`src/rtl/fmu_pkg.sv`:
```
// Package: field widths, the packed descriptor type and the request decode
// type shared by every module of the frame marker unit.
// Assumes the descriptor layout is fixed by the consumers that decode it.
package fmu_pkg;

    localparam int FS_W      = 7;   // window size field width
    localparam int LS_W      = 7;   // locals size field width
    localparam int RS_W      = 4;   // rotating size field width (groups)
    localparam int GB_W      = 7;   // general rename base width
    localparam int FB_W      = 7;   // floating-point rename base width
    localparam int PB_W      = 6;   // predicate rename base width
    localparam int ROT_SHIFT = 3;   // one rotating group is 2**ROT_SHIFT registers
    localparam int MARK_W    = FS_W + LS_W + RS_W + GB_W + FB_W + PB_W;
    localparam int ROTC_W    = RS_W + ROT_SHIFT;

    // Packed so that window size sits at the least significant end.
    typedef struct packed {
        logic [PB_W-1:0] pr_base;
        logic [FB_W-1:0] fr_base;
        logic [GB_W-1:0] gr_base;
        logic [RS_W-1:0] rot_sz;
        logic [LS_W-1:0] loc_sz;
        logic [FS_W-1:0] frm_sz;
    } fmark_t;

    typedef enum logic [2:0] {
        FOP_IDLE     = 3'd0,
        FOP_ALLOC    = 3'd1,
        FOP_CALL     = 3'd2,
        FOP_RET      = 3'd3,
        FOP_CONFLICT = 3'd4
    } fop_e;

endpackage

```
`src/rtl/fmu_decode.sv`:
```
// Request decoder: turns the three request strobes into one operation code.
// Assumes strobes are single-cycle and that any overlap is a caller fault,
// which is reported as a conflict rather than resolved by priority.
module fmu_decode
    import fmu_pkg::*;
(
    input  logic alloc_req,
    input  logic call_req,
    input  logic ret_req,
    output fop_e op
);

    logic [1:0] n_req;

    // Count active strobes so overlaps can be detected.
    always_comb begin
        n_req = 2'(alloc_req) + 2'(call_req) + 2'(ret_req);
    end

    // Select the operation, treating two or more strobes as a conflict.
    always_comb begin
        if (n_req > 2'd1) begin
            op = FOP_CONFLICT;
        end else if (alloc_req) begin
            op = FOP_ALLOC;
        end else if (call_req) begin
            op = FOP_CALL;
        end else if (ret_req) begin
            op = FOP_RET;
        end else begin
            op = FOP_IDLE;
        end
    end

endmodule

```
`src/rtl/fmu_alloc_check.sv`:
```
// Allocation legality check: a requested layout is legal when locals and the
// rotating region each fit in the window and the window fits the stack limit.
// Assumes MAX_FRAME is representable in the window size field.
module fmu_alloc_check
    import fmu_pkg::*;
#(
    parameter int MAX_FRAME = 96
) (
    input  logic [FS_W-1:0] req_frm,
    input  logic [LS_W-1:0] req_loc,
    input  logic [RS_W-1:0] req_rot,
    output logic            legal
);

    localparam int CMP_W = (FS_W > ROTC_W ? FS_W : ROTC_W) + 1;
    localparam logic [CMP_W-1:0] MAXF = CMP_W'(MAX_FRAME);

    logic [CMP_W-1:0] frm_w;
    logic [CMP_W-1:0] loc_w;
    logic [CMP_W-1:0] rot_w;
    logic             loc_ok;
    logic             rot_ok;
    logic             max_ok;

    // Widen all operands to one comparison width.
    always_comb begin
        frm_w = CMP_W'(req_frm);
        loc_w = CMP_W'(req_loc);
        rot_w = CMP_W'(req_rot) << ROT_SHIFT;
    end

    // Evaluate the three fit conditions independently.
    always_comb begin
        loc_ok = (loc_w <= frm_w);
        rot_ok = (rot_w <= frm_w);
        max_ok = (frm_w <= MAXF);
        legal  = loc_ok & rot_ok & max_ok;
    end

endmodule

```
`src/rtl/fmu_next.sv`:
```
// Next-state logic: computes the next current and saved descriptors and the
// error flag from the decoded operation and the allocation check result.
// Assumes the current descriptor always has locals no larger than the window,
// which every accepted operation preserves.
module fmu_next
    import fmu_pkg::*;
(
    input  fop_e            op,
    input  logic            legal,
    input  logic [FS_W-1:0] req_frm,
    input  logic [LS_W-1:0] req_loc,
    input  logic [RS_W-1:0] req_rot,
    input  fmark_t          cur,
    input  fmark_t          prev,
    output fmark_t          nxt_cur,
    output fmark_t          nxt_prev,
    output logic            nxt_err
);

    fmark_t callee;
    fmark_t alloced;

    // Build the callee window: caller outputs only, every other field cleared.
    always_comb begin
        callee        = '0;
        callee.frm_sz = cur.frm_sz - FS_W'(cur.loc_sz);
    end

    // Build the allocated layout, keeping the live rename bases.
    always_comb begin
        alloced        = cur;
        alloced.frm_sz = req_frm;
        alloced.loc_sz = req_loc;
        alloced.rot_sz = req_rot;
    end

    // Choose the next register contents from the operation.
    always_comb begin
        nxt_cur  = cur;
        nxt_prev = prev;
        nxt_err  = 1'b0;
        unique case (op)
            FOP_ALLOC: begin
                if (legal) begin
                    nxt_cur = alloced;
                end else begin
                    nxt_err = 1'b1;
                end
            end
            FOP_CALL: begin
                nxt_prev = cur;
                nxt_cur  = callee;
            end
            FOP_RET: begin
                nxt_cur = prev;
            end
            FOP_CONFLICT: begin
                nxt_err = 1'b1;
            end
            default: begin
                nxt_cur  = cur;
                nxt_prev = prev;
            end
        endcase
    end

endmodule

```
`src/rtl/fmu_top.sv`:
```
// Frame marker unit top: holds the current and saved descriptors of the
// stacked register window and applies allocate, call and return requests.
// Assumes one request per cycle; overlapping requests are flagged and ignored.
// Both descriptors clear on a synchronous active-low reset.
module fmu_top
    import fmu_pkg::*;
#(
    parameter int MAX_FRAME = 96
) (
    input  logic              clk,
    input  logic              rst_n,
    input  logic              alloc_req,
    input  logic              call_req,
    input  logic              ret_req,
    input  logic [FS_W-1:0]   alloc_frm,
    input  logic [LS_W-1:0]   alloc_loc,
    input  logic [RS_W-1:0]   alloc_rot,
    output logic [MARK_W-1:0] cur_marker,
    output logic [MARK_W-1:0] prev_marker,
    output logic [FS_W-1:0]   out_regs,
    output logic [ROTC_W-1:0] rot_regs,
    output logic              alloc_err
);

    fop_e   op;
    logic   legal;
    fmark_t cur_q;
    fmark_t prev_q;
    fmark_t cur_d;
    fmark_t prev_d;
    logic   err_d;
    logic   err_q;

    fmu_decode u_decode (
        .alloc_req (alloc_req),
        .call_req  (call_req),
        .ret_req   (ret_req),
        .op        (op)
    );

    fmu_alloc_check #(
        .MAX_FRAME (MAX_FRAME)
    ) u_check (
        .req_frm (alloc_frm),
        .req_loc (alloc_loc),
        .req_rot (alloc_rot),
        .legal   (legal)
    );

    fmu_next u_next (
        .op       (op),
        .legal    (legal),
        .req_frm  (alloc_frm),
        .req_loc  (alloc_loc),
        .req_rot  (alloc_rot),
        .cur      (cur_q),
        .prev     (prev_q),
        .nxt_cur  (cur_d),
        .nxt_prev (prev_d),
        .nxt_err  (err_d)
    );

    // Hold both descriptors and the error pulse; reset clears all of them.
    always_ff @(posedge clk) begin
        if (!rst_n) begin
            cur_q  <= '0;
            prev_q <= '0;
            err_q  <= 1'b0;
        end else begin
            cur_q  <= cur_d;
            prev_q <= prev_d;
            err_q  <= err_d;
        end
    end

    // Drive the packed descriptors and the derived counts.
    always_comb begin
        cur_marker  = cur_q;
        prev_marker = prev_q;
        alloc_err   = err_q;
        out_regs    = cur_q.frm_sz - FS_W'(cur_q.loc_sz);
        rot_regs    = ROTC_W'(cur_q.rot_sz) << ROT_SHIFT;
    end

endmodule

```
`config.mk`:
```
export PLATFORM = sky130hd
export DESIGN_NAME = fmu_top
export DESIGN_NICKNAME = d
export VERILOG_FILES = /design/src/rtl/fmu_pkg.sv /design/src/rtl/fmu_decode.sv /design/src/rtl/fmu_alloc_check.sv /design/src/rtl/fmu_next.sv /design/src/rtl/fmu_top.sv
export SDC_FILE = /design/constraint.sdc
export NUM_CORES = 1
export LEC_CHECK = 0
export BUFFER_PORTS_ARGS = -buffer_cell sky130_fd_sc_hd__buf_4
export CORE_MARGIN = 3
export CORE_UTILIZATION = 47
export CTS_CLUSTER_SIZE = 8
export DETAILED_ROUTE_END_ITERATION = 8
export PLACE_DENSITY_LB_ADDON = 0.08
export REMOVE_ABC_BUFFERS = 1
export SLEW_MARGIN = 25
export SYNTH_ARGS = -nofsm -noshare
export SYNTH_HDL_FRONTEND = slang
export SYNTH_SLANG_ARGS = --single-unit
```
`constraint.sdc`:
```
create_clock -name clk -period 2.7 [get_ports clk]
set_input_delay 0.81 -clock clk [delete_from_list [all_inputs] [get_ports clk]]
set_output_delay 0.81 -clock clk [all_outputs]
set_load 0.1 [all_outputs]
```
-- Word-level counts from Yosys, hierarchy flattened
Cells that the tools add are included.
- add/subtract/negate cells: 3
- $lt $le $gt $ge: 4
- equality and inequality tests: 5
- multiplexer cells: 8
- bitwise gates (word level): 3
- reductions and logical operators: 4
- operator list (kind ; count):
    case mux 38 bit (3 select lines) ; 1
    2-to-1 mux 18 bit ; 1
    less-or-equal comparator 7 bit ; 2
    2-to-1 mux 3 bit ; 3
    less-or-equal comparator 7 bit (second input constant) ; 1
    subtractor 7 bit ; 1
    equality test 3 x 2 -> 1 bit (second input constant) ; 2
    AND reduction 2 bit ; 2
    equality test 3 x 1 -> 1 bit (second input constant) ; 1
    equality test 3 bit (second input constant) ; 1
    nonzero test 3 bit ; 1
    adder 1 x 1 -> 2 bit ; 1
    adder 2 x 1 -> 2 bit ; 1
    bitwise AND 1 bit ; 2
    greater-than comparator 2 x 1 -> 1 bit (second input constant) ; 1
    2-to-1 mux 2 bit ; 1
    inequality test 2 bit (second input constant) ; 1
    case mux 1 bit (2 select lines) ; 1
    nonzero test 2 bit ; 1
    2-to-1 mux 1 bit ; 1
    inverter 1 bit ; 1
- bits in registers: 77
- input port bits: 23
- output and inout port bits: 91
- logic and storage cells: 40

-- Depth between registers and ports, before layout
Gate-level depths: netlist (run 1).
- depth in word-level cells: 7
- mapped depth: 9
- mapped depth without buffers: 8

-- By module
Synthesis (run 1) repeated with hierarchy kept, for this count alone.
- cell total of the unflattened synthesis: 434
- area, all modules: 4096.4 µm²
- modules (own cells, without submodules) (module ; instances ; cells each ; area an instance (µm²) ; sequential area each (µm²)):
    fmu_top ; 1 ; 208 ; 2399.8 ; 1541.5
    fmu_next ; 1 ; 183 ; 1370.1 ; 0.0
    fmu_alloc_check ; 1 ; 36 ; 274.0 ; 0.0
    fmu_decode ; 1 ; 7 ; 52.6 ; 0.0

-- Least setup slack after synthesis (run 1)
Ideal clock, no wire load.
- kind: reg-to-output
- from: reg cur_q (netlist bit cur_marker[7])
- to: out out_regs[6]
- arrival: 3598 ps
- data required time: 1890 ps
- path slack: -1708 ps
- cell stages (with the launch flop): 7
- buffers on the path: 0
- path through: dfxtp_1 -> ha_1 -> fa_1 -> nor2b_1 -> o31a_1 -> o22a_1 -> xnor2_1
- cells in the longest elaborated chain, start to end: 1
- RTL lines (what ; line ; text):
    from (decl) ; fmu_top.sv:27 ; fmark_t cur_q;
    from (signal assigned) ; fmu_top.sv:70 ; cur_q <= cur_d;
    subtractor 7 bit ; fmu_top.sv:81 ; out_regs = cur_q.frm_sz - FS_W'(cur_q.loc_sz);
    to (decl) ; fmu_top.sv:20 ; output logic [FS_W-1:0] out_regs,
No other way between the ends.

-- Worst setup path in the final report (run 1)
- from: reg cur_q (netlist bit cur_marker[8])
- to: out out_regs[5]
Same word-level chain as after synthesis.

==> impl_metrics.json, run 1 <==
{
  "status": "finished with violations",
  "failed_checks": "setup timing",
  "antenna_violating_nets_post_route": 0,
  "cts_hold_repair.buffers": 0,
  "n_antenna_cell": 0,
  "power.static_leakage_nw": 2.29,
  "final.setup_skew_ps": 10.6,
  "synth.ff_latch_count": 77,
  "power_density_nw_per_um2": 658,
  "dp.cells": 653,
  "gr-total-overflow": 0,
  "route.detailed.wl_per_inst_microns": 15.7,
  "synth_xor_xnor_area_share": 0.00924,
  "dp_hpwl_mm": 7.45,
  "first_iter_violations": 154,
  "rd_place_congestion": 0.935,
  "fraction_of_final_layout_cells_sized_beyond_drive_strength_1": 0.324,
  "synthDominantCellAreaShare": 0.407,
  "timing.critical_path.to_type": "output port",
  "synth_edf_count": 0,
  "area_added_between_synthesis_and_finish_pct": 40.0,
  "buffer_levels_on_the_longest_clock_path": 2,
  "dr_total_vias": 3619,
  "synth-compound-area-share": 0.228,
  "die_w_microns": 95.8,
  "route.detailed.vias_per_inst": 5.38,
  "synth_cells": 442,
  "num_rows": 32,
  "crit_type": "reg2out",
  "final.hold.worst_slack_ps": 482,
  "first_global_vias": 3443,
  "layout_common_cells": "136 x buf_4, 113 x nand2_1, 73 x dfxtp_1",
  "top_level_ports": 114,
  "synth.distinct_cells": 45,
  "max_slew_margin": 0.590,
  "post_synth_and_or_nand_nor_area_fraction": 0.183,
  "cts.sink_count": 77,
  "placeableCoreArea_sq_um": 7770,
  "synth.largest_area_cell": "dfxtp_1",
  "layout.cells.non_filler": 673,
  "grt_util_all_layers": 0.234,
  "setup-violations-final": 4,
  "synth_area_leaders": "dfxtp_1 41%, nand2_1 11%, a21boi_0 7.7%",
  "timing_worst_slew_pin_value_ps": 615,
  "synth.avg_cell_area_sq_um": 8.57,
  "async_reset_ff_frac": 0,
  "cts_inserted_buffers": 9,
  "start_kind": "flop",
  "syn_area_sq_um": 3790,
  "nNetsFinal": 608,
  "synth_top_flop_cell": "dfxtp_1",
  "clock_latency_ps": 350,
  "worst_hold_path_class": "reg2reg",
  "maximum_number_of_pins_on_one_net_before_global_route_repair": 57,
  "synth_fa_ha_area_frac": 0.0647,
  "cp_data_arrival_time_ps": 2140,
  "synth_warnings": 0,
  "die_y_microns": 95.8,
  "finalMaxSlewViolations": 0,
  "grt_setup_unrepaired": "true",
  "dr.pass1.iters": 5,
  "fmaxAchievable_mhz": 339,
  "die_area_sq_um": 9180,
  "path_clk_slew_ps": 90,
  "maximum_vdd_drop_mv": 0.380,
  "dpl_worst_slack_ps": -121,
  "clock_tree.htree_level_count": 3,
  "drt_drc_violations_left": 0,
  "final.setup.worst_slack_ps": -253,
  "clock_tree.root_cell": "clkbuf_8",
  "main_combinational_cell_family_by_area_after_synthesis": "compound AO/OA/AOI/OAI gates",
  "floorplan.initialDensity": 0.488,
  "cp.required_ps": 1890,
  "synth-seq-area-share": 0.407,
  "finalCritPeriodShare": 1.09,
  "drt_wl_total_mm": 10.6,
  "post_synth_mux_area_share": 0.0423,
  "power.total_mw": 3.49,
  "final-hold-violation-count": 0,
  "grt_antenna_before_repair": 0,
  "timing.final.crit_period_ps": 2950,
  "wire_length_of_the_first_global_routing_pass_mm": 16.7,
  "cts_tree": "yes",
  "port-buffer-count": 110,
  "final_common_cell": "buf_4",
  "crit_path_max_fanout": 3,
  "drv_cap": 0
}
[report_power, final]
group,internal (mW),switching [mW]
sequential,1.16,0.0249
combinational,0.407,0.822
clock,0.625,0.451
total,2.19,1.30
[timing repair]
| action | 4_1_cts | 5_1_grt |
|---|---|---|
| setup endpoints to repair | 5 | 5 |
| gates resized for setup | 25 | 10 |
| pin swaps | 6 | 10 |
| buffers inserted | 2 | 3 |
[layer usage]
metal	global-route usage	vias to the layer above	wire length, microns
li1	-	1761	-
met1	0.291	1725	4390
met2	0.398	119	5290
met3	0.0594	14	706
met4	0.0687	0	182
met5	0	-	0
[cells in the mapped netlist, drive strengths merged (3+ instances only)]
cell type	number
o21a	6
dfxtp	77
a21oi	9
nor2	3
nor4b	3
nor2b	22
xnor2	3
a21boi	39
a22o	10
ha	18
clkbuf	24
a22oi	22
inv	19
nand2	113
buf	11
mux2i	16
o21ai	12
[worst paths after layout]
path                                                   from                          end  slack (ps)  cells after the start
worst max-delay path             cur_marker[8]$_SDFFE_PN0P_                  out_regs[5]        -250                      8
worst min-delay path            prev_marker[0]$_SDFFE_PN0P_  prev_marker[0]$_SDFFE_PN0P_         480                      2
worst max register to register   cur_marker[8]$_SDFFE_PN0P_   cur_marker[5]$_SDFFE_PN0P_         720                      8
worst min register to register  prev_marker[0]$_SDFFE_PN0P_  prev_marker[0]$_SDFFE_PN0P_         480                      2
[layout make-up]
class                      instances  area, sq um
multi-input combinational        313         2110
clock buffer                      10          128
sequential                        77         1550
tap                              102          128
timing repair buffer             146         1200
clock inverter                     6          116
fill                             686         2460
inverter                          19         73.8
[critical path: stages, from the launching register on]
cell     delay [ps]
dfxtp_4         380
inv_4            40
ha_4            220
nor2b_4         120
o31a_1          290
o21a_1          190
nor2_1          130
xnor2_1         160
buf_6           260
[logic make-up after synthesis]
group | Yosys count
AND/OR/NAND/NOR | 153
XOR/XNOR | 4
buffers and inverters | 54
adder cells (fa/ha/maj) | 19
other | 1
AO/OA/AOI/OAI | 118
multiplexers | 16
flip-flops | 77
[sequential cells by signal (all words and copies together), names as in the netlist]
register,count
prev_marker,38
alloc_err,1
cur_marker,38
[per-stage QoR]
stage	instance area (sq um)	setup TNS [ps]	util
6_report	5310	-589	0.683
5_1_grt	5310	-866	0.683
3_5_place_dp	4900	-307	0.631
3_3_place_gp	4900	-148	0.631
4_1_cts	5250	-838	0.676
2_1_floorplan	3620	-48050	-
(Power assumes the default switching activity.)
==> run 2: changes to the inputs <==
--- a/config.mk
+++ b/config.mk
@@ -8,5 +8,5 @@
 export BUFFER_PORTS_ARGS = -buffer_cell sky130_fd_sc_hd__buf_4
 export CORE_MARGIN = 3
-export CORE_UTILIZATION = 47
+export CORE_UTILIZATION = 52
 export CTS_CLUSTER_SIZE = 8
 export DETAILED_ROUTE_END_ITERATION = 8
==> constraint.sdc (replaced) <==
create_clock -name clk -period 2.9 [get_ports clk]
set_input_delay 0.145 -clock clk [delete_from_list [all_inputs] [get_ports clk]]
set_output_delay 0.145 -clock clk [all_outputs]
set_load 0.1 [all_outputs]
==> impl_metrics.json, run 2 (synthesis results as in run 1) <==
{
  "nNetsFinal": 581,
  "maximum_vdd_drop_mv": 0.290,
  "cts_inserted_buffers": 9,
  "grt_setup_unrepaired": "false",
  "floorplan.initialDensity": 0.546,
  "gr-total-overflow": 0,
  "max_slew_margin": 0.576,
  "fraction_of_final_layout_cells_sized_beyond_drive_strength_1": 0.258,
  "critical-path-max-stage-delay_ps": 410,
  "power.static_leakage_nw": 2.09,
  "layout_common_cells": "119 x buf_4, 113 x nand2_1, 77 x dfxtp_1",
  "top_level_ports": 114,
  "min-delay-start": "alloc_loc[1]",
  "final.setup_skew_ps": 5.87,
  "power_density_nw_per_um2": 619,
  "status": "complete, no violations",
  "design_area_sq_um": 4900,
  "start_kind": "flop",
  "final-hold-violation-count": 0,
  "port-buffer-count": 110,
  "die_y_microns": 91.4,
  "cp.required_ps": 2760,
  "finalMaxSlewViolations": 0,
  "antenna_violating_nets_post_route": 0,
  "die_w_microns": 91.4,
  "die_area_sq_um": 8350,
  "drt_drc_violations_left": 0,
  "num_rows": 30,
  "timing.critical_path.to_type": "output port",
  "n_antenna_cell": 0,
  "fmaxAchievable_mhz": 388,
  "drt_wl_total_mm": 10.1,
  "cts.repair_timing.setup_buffer_count": 0,
  "cts_resized": 0,
  "crit_path_max_fanout": 4,
  "path_clk_slew_ps": 80,
  "cts_hold_repair.buffers": 0,
  "rd_place_congestion": 0.865,
  "timing_worst_slew_pin_value_ps": 636,
  "final_common_cell": "buf_4",
  "clock_tree.htree_level_count": 3,
  "dp_hpwl_mm": 7.21,
  "cp_data_arrival_time_ps": 2440,
  "first_global_vias": 3306,
  "timing.critical_path.cells": "inv_1, ha_1, fa_1, nor2b_1, o31a_1, o22a_1, xnor2_1, buf_4",
  "timing.final.crit_period_ps": 2580,
  "placedInstanceArea_sq_um": 4660,
  "setup-violations-final": 0,
  "clock_tree.root_cell": "clkbuf_8",
  "first_iter_violations": 166,
  "setup_tns_ps": 0,
  "reg2reg_from": "cur_marker[0]$_SDFFE_PN0P_",
  "clock_latency_ps": 340,
  "wire_length_of_the_first_global_routing_pass_mm": 16.3,
  "layout.cells.non_filler": 639,
  "final.hold.worst_slack_ps": 203,
  "cts_tree": "yes",
  "route.detailed.wl_per_inst_microns": 15.7,
  "critical-path-slowest-cell": "fa_1",
  "worst_hold_path_class": "in2reg",
  "finalCritPeriodShare": 0.890,
  "crit_type": "reg2out",
  "grt_util_all_layers": 0.240,
  "drv_cap": 0,
  "dr_total_vias": 3437,
  "critical_path.startpoint": "cur_marker[0]$_SDFFE_PN0P_",
  "maximum_number_of_pins_on_one_net_before_global_route_repair": 76,
  "placeableCoreArea_sq_um": 6940,
  "dp.cells": 624,
  "dr.pass1.iters": 4,
  "area_added_between_synthesis_and_finish_pct": 29.2,
  "route.detailed.vias_per_inst": 5.38,
  "buffer_levels_on_the_longest_clock_path": 2,
  "grt_antenna_before_repair": 0,
  "cts.sink_count": 77
}
[run 2: cell type report]
type / instances / area, sq um
multi-input combinational: 313 / 2030
sequential: 77 / 1540
inverter: 19 / 71.3
timing repair buffer: 119 / 893
clock buffer: 9 / 124
fill: 583 / 2050
tap: 96 / 120
clock inverter: 6 / 113
[run 2: report_power, final]
part	leakage [nW]	switching (mW)	internal (mW)
registers	0.623	0.0273	1.08
logic	1.34	0.712	0.245
clock network	0.119	0.398	0.569
[run 2: worst paths after layout]
path                                   to  slack [ps]  cells past startpoint
max reg2reg    cur_marker[6]$_SDFFE_PN0P_         790                      8
min reg2reg  prev_marker[19]$_SDFFE_PN0P_         480                      2
max                           out_regs[6]         320                      8
min            cur_marker[8]$_SDFFE_PN0P_         200                      4
[run 2: through the flow]
stage,setup slack (ps),power [mW],util
CTS,312,3.04,0.705
detailed placement,501,2.09,0.671
global route,148,3.14,0.705
floorplan,-973,1.86,-
global placement,530,2.07,0.671
finish,320,3.03,0.705
[run 2: metal layers]
metal / global-route usage / up-vias / wire, microns
li1: - / 1702 / -
met1: 0.299 / 1631 / 4420
met2: 0.407 / 90 / 4870
met3: 0.0431 / 14 / 561
met4: 0.0980 / 0 / 199
met5: 0 / - / 0
[run 2: worst max-delay path, delay by kind of cell (launching register included)]
kind                       cells  cell delay, ps
AOI/OAI and AO/OA              2             410
xor gates and xnor gates       1             130
adders and majority gates      2             640
buffers and inverters          2             370
DFF                            1             370
and+or+nand+nor                1             180
